File: src/rtl/fbuf_pkg.sv
package fbuf_pkg;
    localparam int WORD_W = 32;
    localparam int PIX_W  = 16;
    localparam int GREY_W = 8;

    typedef enum logic [1:0] {RD_IDLE, RD_FETCH, RD_DRAIN} rd_state_t;
    typedef enum logic {SW_RUN, SW_WAIT} sw_state_t;

    // Extract pixel number 'slot' of a packed word, grey pixels zero-extended
    function automatic logic [PIX_W-1:0] unpack_pix(input logic [WORD_W-1:0] w,
                                                    input logic [1:0] slot,
                                                    input logic grey);
        logic [PIX_W-1:0] r;
        if (grey)
            r = {{(PIX_W-GREY_W){1'b0}}, w[{slot, 3'b000} +: GREY_W]};
        else
            r = slot[0] ? w[WORD_W-1:PIX_W] : w[PIX_W-1:0];
        return r;
    endfunction
endpackage

File: src/rtl/fbuf_packer.sv
module fbuf_packer
    import fbuf_pkg::*;
#(
    parameter int ADDR_W = 18
) (
    input  logic              clk,
    input  logic              rst_n,
    input  logic              cfg_grey,
    input  logic [PIX_W-1:0]  pix,
    input  logic              valid,
    input  logic              eof,
    input  logic              drop,
    input  logic              swap,
    output logic              wr_en,
    output logic [ADDR_W-1:0] wr_addr,
    output logic [WORD_W-1:0] wr_data,
    output logic              wr_grey,
    output logic              frame_end
);
    logic [WORD_W-1:0] acc_q, merged;
    logic [1:0]        slot_q;
    logic [ADDR_W-1:0] addr_q;
    logic              grey_q;
    logic              take, last;

    always_comb begin
        merged = acc_q;
        if (grey_q)
            merged[{slot_q, 3'b000} +: GREY_W] = pix[GREY_W-1:0];
        else if (slot_q[0])
            merged[WORD_W-1:PIX_W] = pix;
        else
            merged[PIX_W-1:0] = pix;
    end

    assign take      = valid && !drop;
    assign last      = grey_q ? (slot_q == 2'd3) : (slot_q == 2'd1);
    assign wr_en     = take && (last || eof);
    assign wr_data   = merged;
    assign wr_addr   = addr_q;
    assign wr_grey   = grey_q;
    assign frame_end = take && eof;

    always_ff @(posedge clk) begin
        if (!rst_n) begin
            acc_q  <= '0;
            slot_q <= '0;
            addr_q <= '0;
            grey_q <= 1'b0;
        end else begin
            if (addr_q == '0 && slot_q == '0 && !drop)
                grey_q <= cfg_grey;
            if (swap) begin
                acc_q  <= '0;
                slot_q <= '0;
                addr_q <= '0;
            end else if (take) begin
                if (last || eof) begin
                    acc_q  <= '0;
                    slot_q <= '0;
                    addr_q <= addr_q + 1'b1;
                end else begin
                    acc_q  <= merged;
                    slot_q <= slot_q + 1'b1;
                end
            end
        end
    end
endmodule

File: src/rtl/fbuf_unpacker.sv
module fbuf_unpacker
    import fbuf_pkg::*;
#(
    parameter int FRAME_PIX = 442368,
    parameter int ADDR_W    = 18
) (
    input  logic              clk,
    input  logic              rst_n,
    input  logic              req,
    input  logic              start,
    input  logic              grey_in,
    input  logic [WORD_W-1:0] rdata,
    output logic              rd_en,
    output logic [ADDR_W-1:0] rd_addr,
    output logic [PIX_W-1:0]  pix,
    output logic              vld,
    output logic              idle
);
    localparam int WORDS_COL  = FRAME_PIX / 2;
    localparam int WORDS_GREY = FRAME_PIX / 4;

    rd_state_t         state, nxt;
    logic [ADDR_W-1:0] addr_q;
    logic [1:0]        slot_q, out_slot_q;
    logic              grey_q, out_grey_q, out_mem_q, out_vld_q;
    logic [WORD_W-1:0] hold_q;
    logic              accept, last_slot, frame_done;

    assign accept     = req && (state != RD_IDLE);
    assign last_slot  = grey_q ? (slot_q == 2'd3) : (slot_q == 2'd1);
    assign frame_done = addr_q == (grey_q ? ADDR_W'(WORDS_GREY) : ADDR_W'(WORDS_COL));

    always_comb begin
        nxt = state;
        unique case (state)
            RD_IDLE:  if (start) nxt = RD_FETCH;
            RD_FETCH: if (req) nxt = RD_DRAIN;
            RD_DRAIN: if (req && last_slot) nxt = frame_done ? RD_IDLE : RD_FETCH;
            default:  nxt = RD_IDLE;
        endcase
    end

    always_ff @(posedge clk) begin
        if (!rst_n) state <= RD_IDLE;
        else        state <= nxt;
    end

    assign rd_en   = req && (state == RD_FETCH);
    assign rd_addr = addr_q;
    assign idle    = (state == RD_IDLE);
    assign vld     = out_vld_q;
    assign pix     = unpack_pix(out_mem_q ? rdata : hold_q, out_slot_q, out_grey_q);

    always_ff @(posedge clk) begin
        if (!rst_n) begin
            addr_q     <= '0;
            slot_q     <= '0;
            grey_q     <= 1'b0;
            out_vld_q  <= 1'b0;
            out_slot_q <= '0;
            out_grey_q <= 1'b0;
            out_mem_q  <= 1'b0;
            hold_q     <= '0;
        end else begin
            out_vld_q <= accept;
            if (accept) begin
                out_slot_q <= slot_q;
                out_grey_q <= grey_q;
                out_mem_q  <= (state == RD_FETCH);
                slot_q     <= last_slot ? 2'd0 : slot_q + 1'b1;
            end else begin
                out_mem_q  <= 1'b0;
            end
            if (out_mem_q) hold_q <= rdata;
            if (rd_en) addr_q <= addr_q + 1'b1;
            if (start && state == RD_IDLE) begin
                addr_q <= '0;
                slot_q <= '0;
                grey_q <= grey_in;
            end
        end
    end
endmodule

File: src/rtl/fbuf_swap_ctrl.sv
module fbuf_swap_ctrl
    import fbuf_pkg::*;
(
    input  logic clk,
    input  logic rst_n,
    input  logic frame_end,
    input  logic rd_idle,
    output logic swap,
    output logic drop,
    output logic wr_sel,
    output logic overrun
);
    sw_state_t state, nxt;
    logic      defer;

    always_comb begin
        nxt   = state;
        swap  = 1'b0;
        defer = 1'b0;
        unique case (state)
            SW_RUN: begin
                if (frame_end) begin
                    if (rd_idle) begin
                        swap = 1'b1;
                    end else begin
                        defer = 1'b1;
                        nxt   = SW_WAIT;
                    end
                end
            end
            SW_WAIT: begin
                if (rd_idle) begin
                    swap = 1'b1;
                    nxt  = SW_RUN;
                end
            end
            default: nxt = SW_RUN;
        endcase
    end

    always_ff @(posedge clk) begin
        if (!rst_n) state <= SW_RUN;
        else        state <= nxt;
    end

    assign drop = (state == SW_WAIT);

    always_ff @(posedge clk) begin
        if (!rst_n) begin
            wr_sel  <= 1'b0;
            overrun <= 1'b0;
        end else begin
            if (swap)  wr_sel  <= ~wr_sel;
            if (defer) overrun <= 1'b1;
        end
    end
endmodule

File: src/rtl/pingpong_frame_store.sv
module pingpong_frame_store
    import fbuf_pkg::*;
#(
    parameter int FRAME_PIX = 442368,
    parameter int ADDR_W    = $clog2(FRAME_PIX / 2 + 1)
) (
    input  logic              clk,
    input  logic              rst_n,
    input  logic              cfg_grey,
    input  logic [15:0]       cam_pix,
    input  logic              cam_valid,
    input  logic              cam_eof,
    input  logic              disp_req,
    output logic [15:0]       disp_pix,
    output logic              disp_vld,
    output logic              wr_bank,
    output logic              overrun,
    output logic              b0_en,
    output logic              b0_we,
    output logic [ADDR_W-1:0] b0_addr,
    output logic [31:0]       b0_wdata,
    input  logic [31:0]       b0_rdata,
    output logic              b1_en,
    output logic              b1_we,
    output logic [ADDR_W-1:0] b1_addr,
    output logic [31:0]       b1_wdata,
    input  logic [31:0]       b1_rdata
);
    localparam int NBANK = 2;

    logic              wr_en, frame_end, wr_grey, swap, drop, wr_sel, rd_en, rd_idle;
    logic [ADDR_W-1:0] wr_addr, rd_addr;
    logic [WORD_W-1:0] wr_data, rd_word;
    logic [NBANK-1:0]  ben, bwe;
    logic [ADDR_W-1:0] badr [NBANK];

    fbuf_packer #(.ADDR_W(ADDR_W)) u_pack (
        .clk(clk), .rst_n(rst_n), .cfg_grey(cfg_grey), .pix(cam_pix),
        .valid(cam_valid), .eof(cam_eof), .drop(drop), .swap(swap),
        .wr_en(wr_en), .wr_addr(wr_addr), .wr_data(wr_data),
        .wr_grey(wr_grey), .frame_end(frame_end)
    );

    fbuf_swap_ctrl u_swap (
        .clk(clk), .rst_n(rst_n), .frame_end(frame_end), .rd_idle(rd_idle),
        .swap(swap), .drop(drop), .wr_sel(wr_sel), .overrun(overrun)
    );

    fbuf_unpacker #(.FRAME_PIX(FRAME_PIX), .ADDR_W(ADDR_W)) u_unpack (
        .clk(clk), .rst_n(rst_n), .req(disp_req), .start(swap), .grey_in(wr_grey),
        .rdata(rd_word), .rd_en(rd_en), .rd_addr(rd_addr),
        .pix(disp_pix), .vld(disp_vld), .idle(rd_idle)
    );

    for (genvar b = 0; b < NBANK; b++) begin : g_bank
        assign ben[b]  = (wr_sel == 1'(b)) ? wr_en : rd_en;
        assign bwe[b]  = (wr_sel == 1'(b)) && wr_en;
        assign badr[b] = (wr_sel == 1'(b)) ? wr_addr : rd_addr;
    end

    assign rd_word  = wr_sel ? b0_rdata : b1_rdata;
    assign wr_bank  = wr_sel;
    assign b0_en    = ben[0];
    assign b0_we    = bwe[0];
    assign b0_addr  = badr[0];
    assign b0_wdata = wr_data;
    assign b1_en    = ben[1];
    assign b1_we    = bwe[1];
    assign b1_addr  = badr[1];
    assign b1_wdata = wr_data;
endmodule

File: config.mk
export PLATFORM = sky130hd
export DESIGN_NAME = pingpong_frame_store
export DESIGN_NICKNAME = d
export VERILOG_FILES = /design/src/rtl/fbuf_pkg.sv /design/src/rtl/fbuf_packer.sv /design/src/rtl/fbuf_unpacker.sv /design/src/rtl/fbuf_swap_ctrl.sv /design/src/rtl/pingpong_frame_store.sv
export SDC_FILE = /design/constraint.sdc
export NUM_CORES = 1
export LEC_CHECK = 0
export BUFFER_PORTS_ARGS = -buffer_cell sky130_fd_sc_hd__buf_2
export CAP_MARGIN = 30
export CORE_ASPECT_RATIO = 0.8
export CORE_MARGIN = 1
export CORE_UTILIZATION = 45
export CTS_CLUSTER_SIZE = 24
export DETAILED_ROUTE_END_ITERATION = 8
export PLACE_DENSITY = 0.71
export RECOVER_POWER = 25
export REMOVE_ABC_BUFFERS = 1
export SYNTH_ARGS = -nofsm -noshare
export SYNTH_HDL_FRONTEND = slang
export SYNTH_SLANG_ARGS = --single-unit
File: constraint.sdc
create_clock -name clk -period 3.4 [get_ports clk]
set_clock_uncertainty 0.2 [all_clocks]
set_input_delay 0.34 -clock clk [delete_from_list [all_inputs] [get_ports clk]]
set_output_delay 0.34 -clock clk [all_outputs]
set_load 0.005 [all_outputs]
==> impl_metrics.csv, run 1 <==
group,metric,value,unit
clock_tree,post_cts_buffers,0,
outcome,status,"complete, no violations",
route,wire_per_inst,15.8,um
finish,utilization,56.6,%
yosys,synthFlopType,"dfxtp_1",
finish,final_cell_mix,"buf_2 (206), dfxtp_1 (114), nor2_1 (63)",
yosys,synth-xor-area-share,1.96,%
grt,globalRouteTotalUtil,22.6,%
yosys,synth-seq-cells,116,
sta,final-max-slew-violation-count,0,
route,drcViolationCount,0,
floorplan,dieArea,16400,um^2
clock_tree,cts_tree,"built",
clock_tree,ctsHoldBuffers,0,
finish,design_area,8640,um^2
grt,grt_pass1_wl,29200,um
clock_tree,numCtsBuffers,17,
route,wl,18900,um
yosys,synth_top_family_by_area,"compound AO/OA/AOI/OAI gates",
placement,globalplace.congestion,0.851,
clock_tree,clkLatencyLatePin,0.41,ns
route,firstDrtPassIters,5,
sta,post-route-period-util,94.4,%
yosys,synth_top_area_cell,"dfxtp_1",
finish,area_growth,20.8,%
route,postRouteAntennaNets,0,
placement,dp_hpwl,13100,um
yosys,ys_seq_area_share,32.5,%
critical_path,critPathArrivalTime,2.67,ns
power,peakVddDrop,0.398,mV
sta,slew_headroom,8.77,%
placement,post-place-ws,0.671,ns
clock_tree,cts.sinks,116,
route,vias_per_cell,5.59,
sta,tightest_slew,1.37,ns
yosys,muxShareOfSynthArea,14.7,%
yosys,netlist_instances,822,
sta,rsz0062_at_grt,"false",
route,drt_iter0_drc,506,
critical_path,required,2.86,ns
yosys,synthSimpleGateAreaFrac,18.0,%
grt,antenna_found_initial,2,
clock_tree,clkSlewWorstSetupHoldPaths,0.06,ns
critical_path,cpPeakStageDelay,0.56,ns
power,power,3.89,mW
clock_tree,cts_max_level,4,
yosys,synth_cell_types,60,
floorplan,die_x,143,um
floorplan,io_pins,209,
critical_path,start_kind,"flip-flop",
finish,drive_above_1_share,31.5,%
clock_tree,clockBufferDepth,2,
yosys,synth_adder_area_share,1.58,%
critical_path,worstPathMaxFanout,13,
grt,grt_max_degree,52,
clock_tree,cts_resized,0,
placement,portBuffers,208,
yosys,yosysWarnings,0,
hold_path,hp-class,"input pin to flip-flop",
floorplan,start_util,46.8,%
yosys,syn-mean-instance-area,8.70,um^2
finish,final_common_cell,"buf_2",
clock_tree,root_buffer,"clkbuf_16",
floorplan,num_rows,40,
critical_path,crit_type,"flip-flop to primary output",
sta,fmax,0.312,GHz
sta,min_period,3.21,ns
yosys,synth.area.top_cells,"dfxtp_1 (32%), mux2_2 (7.6%), mux2i_1 (7.1%)",
sta,finalHoldViolCount,0,
yosys,synthesis.area,7150,um^2
critical_path,endpoint_kind,"primary output",
finish,fillerInstances,1404,
sta,setup_viol,0,
critical_path,cp_cell_sequence,"inv_1, ha_1, nor3b_2, buf_4, a32oi_1, a21oi_1, buf_2",
power,power_density,450,nW/um^2
grt,grt_pass1_vias,5629,
floorplan,core,15300,um^2
finish,nets,1062,
placement,place_inst,1158,
grt,overflow,0,
yosys,synth_edf_count,0,
yosys,synth_top_area_share,32.5,%
critical_path,slowest_stage,"nor3b_2",
job,drv_cap,0,
placement,dpl_cell_area,8050,um^2
floorplan,die_h,115,um
yosys,synth-compound-area-share,22.5,%
power,total_leakage_power,3.66,nW
sta,worst_slack,0.191,ns
yosys,async_flop_share,0,%
route,via_count,6661,
finish,finalNonFillerCells,1192,
==> logic make-up (layout without fill, tap and decap cells) <==
| kind of cell | after synthesis | in the layout |
|---|---|---|
| compound gates | 225 | 225 |
| simple gates | 235 | 235 |
| other cells | 0 | 2 |
| mux | 99 | 99 |
| fa+ha+maj | 9 | 9 |
| buf+inv | 122 | 280 |
| flops | 116 | 116 |
| xor+xnor | 16 | 16 |
==> metal layers <==
metal,vias up,global-route usage [%],wire [um]
li1,3293,-,-
met1,3099,31.8,8980
met2,248,34.2,8330
met3,21,5.33,1300
met4,0,6.95,238
met5,-,0,0
==> stage by stage <==
step	setup TNS (ns)	hold WS, ns
global route	0	0.0658
detailed placement	0	0.251
CTS	0	0.0488
finish	0	0.0686
global placement	0	0.245
floorplan	-15.15	0.233
==> power breakdown <==
part / internal, mW / total (mW) / switching, mW
logic: 0.269 / 0.585 / 0.316
clock network: 1.22 / 1.86 / 0.644
registers: 1.39 / 1.44 / 0.0447
==> final cells by class <==
cell class              count  area, um^2  share of cell area, %
diodes                      2        5.00                 0.0579
clock buffers              18         429                   4.97
clock inverters            14         186                   2.16
inverters                  26        97.6                   1.13
multi-input cells         584        4200                   48.6
flip-flops and latches    116        2330                   26.9
well taps                 210         263                   3.04
repair buffers            222        1130                   13.1
==> state kept, by name (all words and copies together) (netlist names), 2 cells and up <==
register             cells
u_pack.acc_q            32
u_unpack.slot_q          2
u_pack.wr_addr          18
u_unpack.hold_q         32
u_unpack.rd_addr        18
u_pack.slot_q            2
u_unpack.out_slot_q      2
u_unpack.state           2
==> synthesized netlist by cell type, types with 2 or more instances <==
library cell,instances
nor3_1,6
dfxtp_1,116
nor4_1,12
or2_2,2
or4_1,13
xor2_1,4
and2_1,18
clkbuf_1,43
o2bb2a_1,14
nand2b_1,4
nand2_1,35
o21ai_0,18
a32oi_1,16
xnor2_1,12
a21o_1,4
o211a_1,7
inv_1,25
nor2b_1,33
nand3b_1,3
nor2_1,64
and4_1,5
o31ai_1,13
clkbuf_8,2
ha_1,9
buf_1,5
a31oi_1,12
a22o_1,39
a211oi_1,25
mux2i_1,51
o21a_1,4
or3_1,6
mux2_2,48
nand4_1,10
nand3_1,14
buf_2,11
a2bb2oi_1,2
a21oi_1,62
buf_4,33
==> worst max-delay path: cells and delay by family, from the launching register on <==
kind            cells  cell delay (ns)
buf+inv             3             0.64
simple gates        1             0.56
compound gates      2             0.38
flops               1             0.33
fa+ha+maj           1             0.35
==> worst paths after layout <==
kind                                       end  cells after the start  slack, ns                      startpoint
min reg2reg      u_pack.acc_q[16]$_SDFFE_PP0N_                      2       0.26   u_pack.acc_q[16]$_SDFFE_PP0N_
max                               b0_wdata[12]                      7       0.19   u_pack.slot_q[0]$_SDFFE_PP0N_
max reg2reg  u_unpack.rd_addr[16]$_SDFFE_PP0P_                      5       0.37  u_unpack.state[1]$_SDFFE_PN0P_
min                u_swap.overrun$_SDFFE_PN0P_                      3       0.07                         cam_eof
(Power assumes the default switching activity.)
==> run 2: changes to the inputs <==
Settings changed: GPL_TIMING_DRIVEN set to 0.
==> impl_metrics.csv, run 2 (synthesis results as in run 1) <==
group,metric,value,unit
finish,drive_above_1_share,32.4,%
power,p_int,3.06,mW
placement,globalplace.congestion,0.801,
finish,design_area,8830,um^2
finish,top_regs,"u_pack.acc_q x32, u_unpack.hold_q x32",
grt,overflow,0,
grt,antenna_found_initial,3,
route,firstDrtPassIters,5,
sta,rsz0062_at_grt,"false",
clock_tree,cts_tree,"built",
finish,nets,1063,
critical_path,endpoint_kind,"primary output",
power,swShare,24.6,%
floorplan,core,15300,um^2
floorplan,die_h,115,um
job,drv_cap,0,
power,p_comb_share,14.1,%
power,pwr-share-seq,36.4,%
route,vias_per_cell,5.59,
clock_tree,clkLatencyLatePin,0.41,ns
grt,globalRouteTotalUtil,23.5,%
finish,area_growth,23.5,%
placement,post-place-ws,-0.421,ns
critical_path,startpoint,"u_pack.slot_q[0]$_SDFFE_PP0N_",
sta,finalHoldViolCount,0,
clock_tree,ctsHoldBuffers,0,
clock_tree,clkSlewWorstSetupHoldPaths,0.05,ns
placement,place_inst,1151,
clock_tree,numCtsBuffers,17,
finish,finalNonFillerCells,1194,
sta,tightest_slew,1.42,ns
route,via_count,6678,
sta,final-max-slew-violation-count,0,
clock_tree,root_buffer,"clkbuf_16",
hold_path,min_to,"u_swap.overrun$_SDFFE_PN0P_",
sta,fmax,0.311,GHz
clock_tree,cts.sinks,116,
floorplan,dieArea,16400,um^2
critical_path,reg2reg_depth,4,
critical_path,start_kind,"flip-flop",
critical_path,cp_cell_sequence,"clkinvlp_4, ha_1, nor2b_2, a32oi_1, a21oi_1, buf_2",
sta,setup_viol,0,
clock_tree,cts_max_level,4,
placement,dpl_cell_area,8070,um^2
clock_tree,clockBufferDepth,2,
placement,portBuffers,208,
route,drt_iter0_drc,390,
critical_path,crit_type,"flip-flop to primary output",
finish,utilization,57.8,%
finish,fillerInstances,1360,
sta,min_period,3.22,ns
floorplan,num_rows,40,
critical_path,critPathArrivalTime,2.68,ns
finish,final_cell_mix,"buf_2 (205), dfxtp_1 (112), nor2_1 (63)",
route,postRouteAntennaNets,0,
critical_path,slowest_stage,"dfxtp_4",
hold_path,worstHoldStart,"cam_eof",
grt,grt_pass1_wl,30000,um
outcome,status,"complete, no violations",
power,peakVddDrop,0.329,mV
grt,grt_pass1_vias,5831,
critical_path,worstPathMaxFanout,15,
route,drcViolationCount,0,
power,clkPwrFrac,49.5,%
finish,final_common_cell,"buf_2",
grt,grt_max_degree,85,
hold_path,hp-class,"input pin to flip-flop",
critical_path,r2r-start,"u_pack.wr_grey$_SDFFE_PN0P_",
sta,post-route-period-util,94.6,%
route,wl,19600,um
floorplan,start_util,46.8,%
sta,slew_headroom,5.43,%
critical_path,r2r_slack,0.53,ns
floorplan,die_x,143,um
critical_path,r2r_end,"u_pack.wr_addr[11]$_SDFFE_PP0P_",
route,wire_per_inst,16.4,um
hold_path,min_path_cells,3,
sta,worst_slack,0.183,ns
power,power,4.06,mW
power,p_switching,0.998,mW
power,total_leakage_power,3.74,nW
placement,dp_hpwl,13000,um
critical_path,cpPeakStageDelay,0.49,ns
critical_path,required,2.86,ns
power,power_density,460,nW/um^2
floorplan,io_pins,209,
[run 2: routing by layer]
metal | vias to the layer above | wire length (um) | GRT usage [%]
met5 | - | 0 | 0
met1 | 3070 | 9210 | 32.5
met4 | 0 | 477 | 10.5
li1 | 3296 | - | -
met3 | 41 | 1340 | 4.91
met2 | 271 | 8570 | 35.2
[run 2: what timing repair did]
| action | 4_1_cts | 5_1_grt |
|---|---|---|
| hold endpoints to repair | 0 | 0 |
| resized for setup | 6 | 2 |
| gates cloned | 1 | 0 |
| pin swaps | 2 | 0 |
| buffers inserted | 3 | 4 |
| setup endpoints to repair | 89 | 56 |
[run 2: stage by stage]
stage          setup TNS, ns  hold WS, ns
2_1_floorplan         -15.15        0.233
3_3_place_gp         -169.26        0.246
3_5_place_dp          -20.03        0.260
4_1_cts                    0       0.0297
5_1_grt                    0       0.0707
6_report                   0       0.0517
[run 2: cell type report]
cell class	count	area, um^2	share of cell area [%]
multi-input cells	585	4270	48.4
flip-flops and latches	116	2330	26.5
repair buffers	222	1190	13.5
clock buffers	21	450	5.10
well taps	210	263	2.98
clock inverters	11	205	2.32
inverters	26	101	1.15
diodes	3	7.51	0.0851
[run 2: how the worst max path moves through the flow]
stage               depth (start not counted)  slack, ns                             to
global placement                            4      -1.91  u_pack.acc_q[10]$_SDFFE_PP0N_
finish                                      6       0.18                   b0_wdata[29]
CTS                                         7       0.07                   b0_wdata[17]
detailed placement                          6      -0.42                    b1_wdata[9]
floorplan                                   4      -0.45   u_pack.acc_q[0]$_SDFFE_PP0N_
global route                                7       0.06                   b0_wdata[19]
[run 2: power by group through the flow]
stage	Combinational [mW]	Sequential, mW	Clock (mW)
finish	0.573	1.47	2.01
global route	0.626	1.48	2.10
floorplan	0.306	1.49	0
global placement	0.538	1.51	0
detailed placement	0.554	1.51	0
CTS	0.572	1.47	2.03
[run 2: critical path: cells and delay by family, from the launching register on]
kind,cells,cell delay (ns)
flip-flops,1,0.49
AO/OA/AOI/OAI,2,0.46
buffers and inverters,2,0.44
adder cells (fa/ha/maj),1,0.44
AND/OR/NAND/NOR,1,0.42
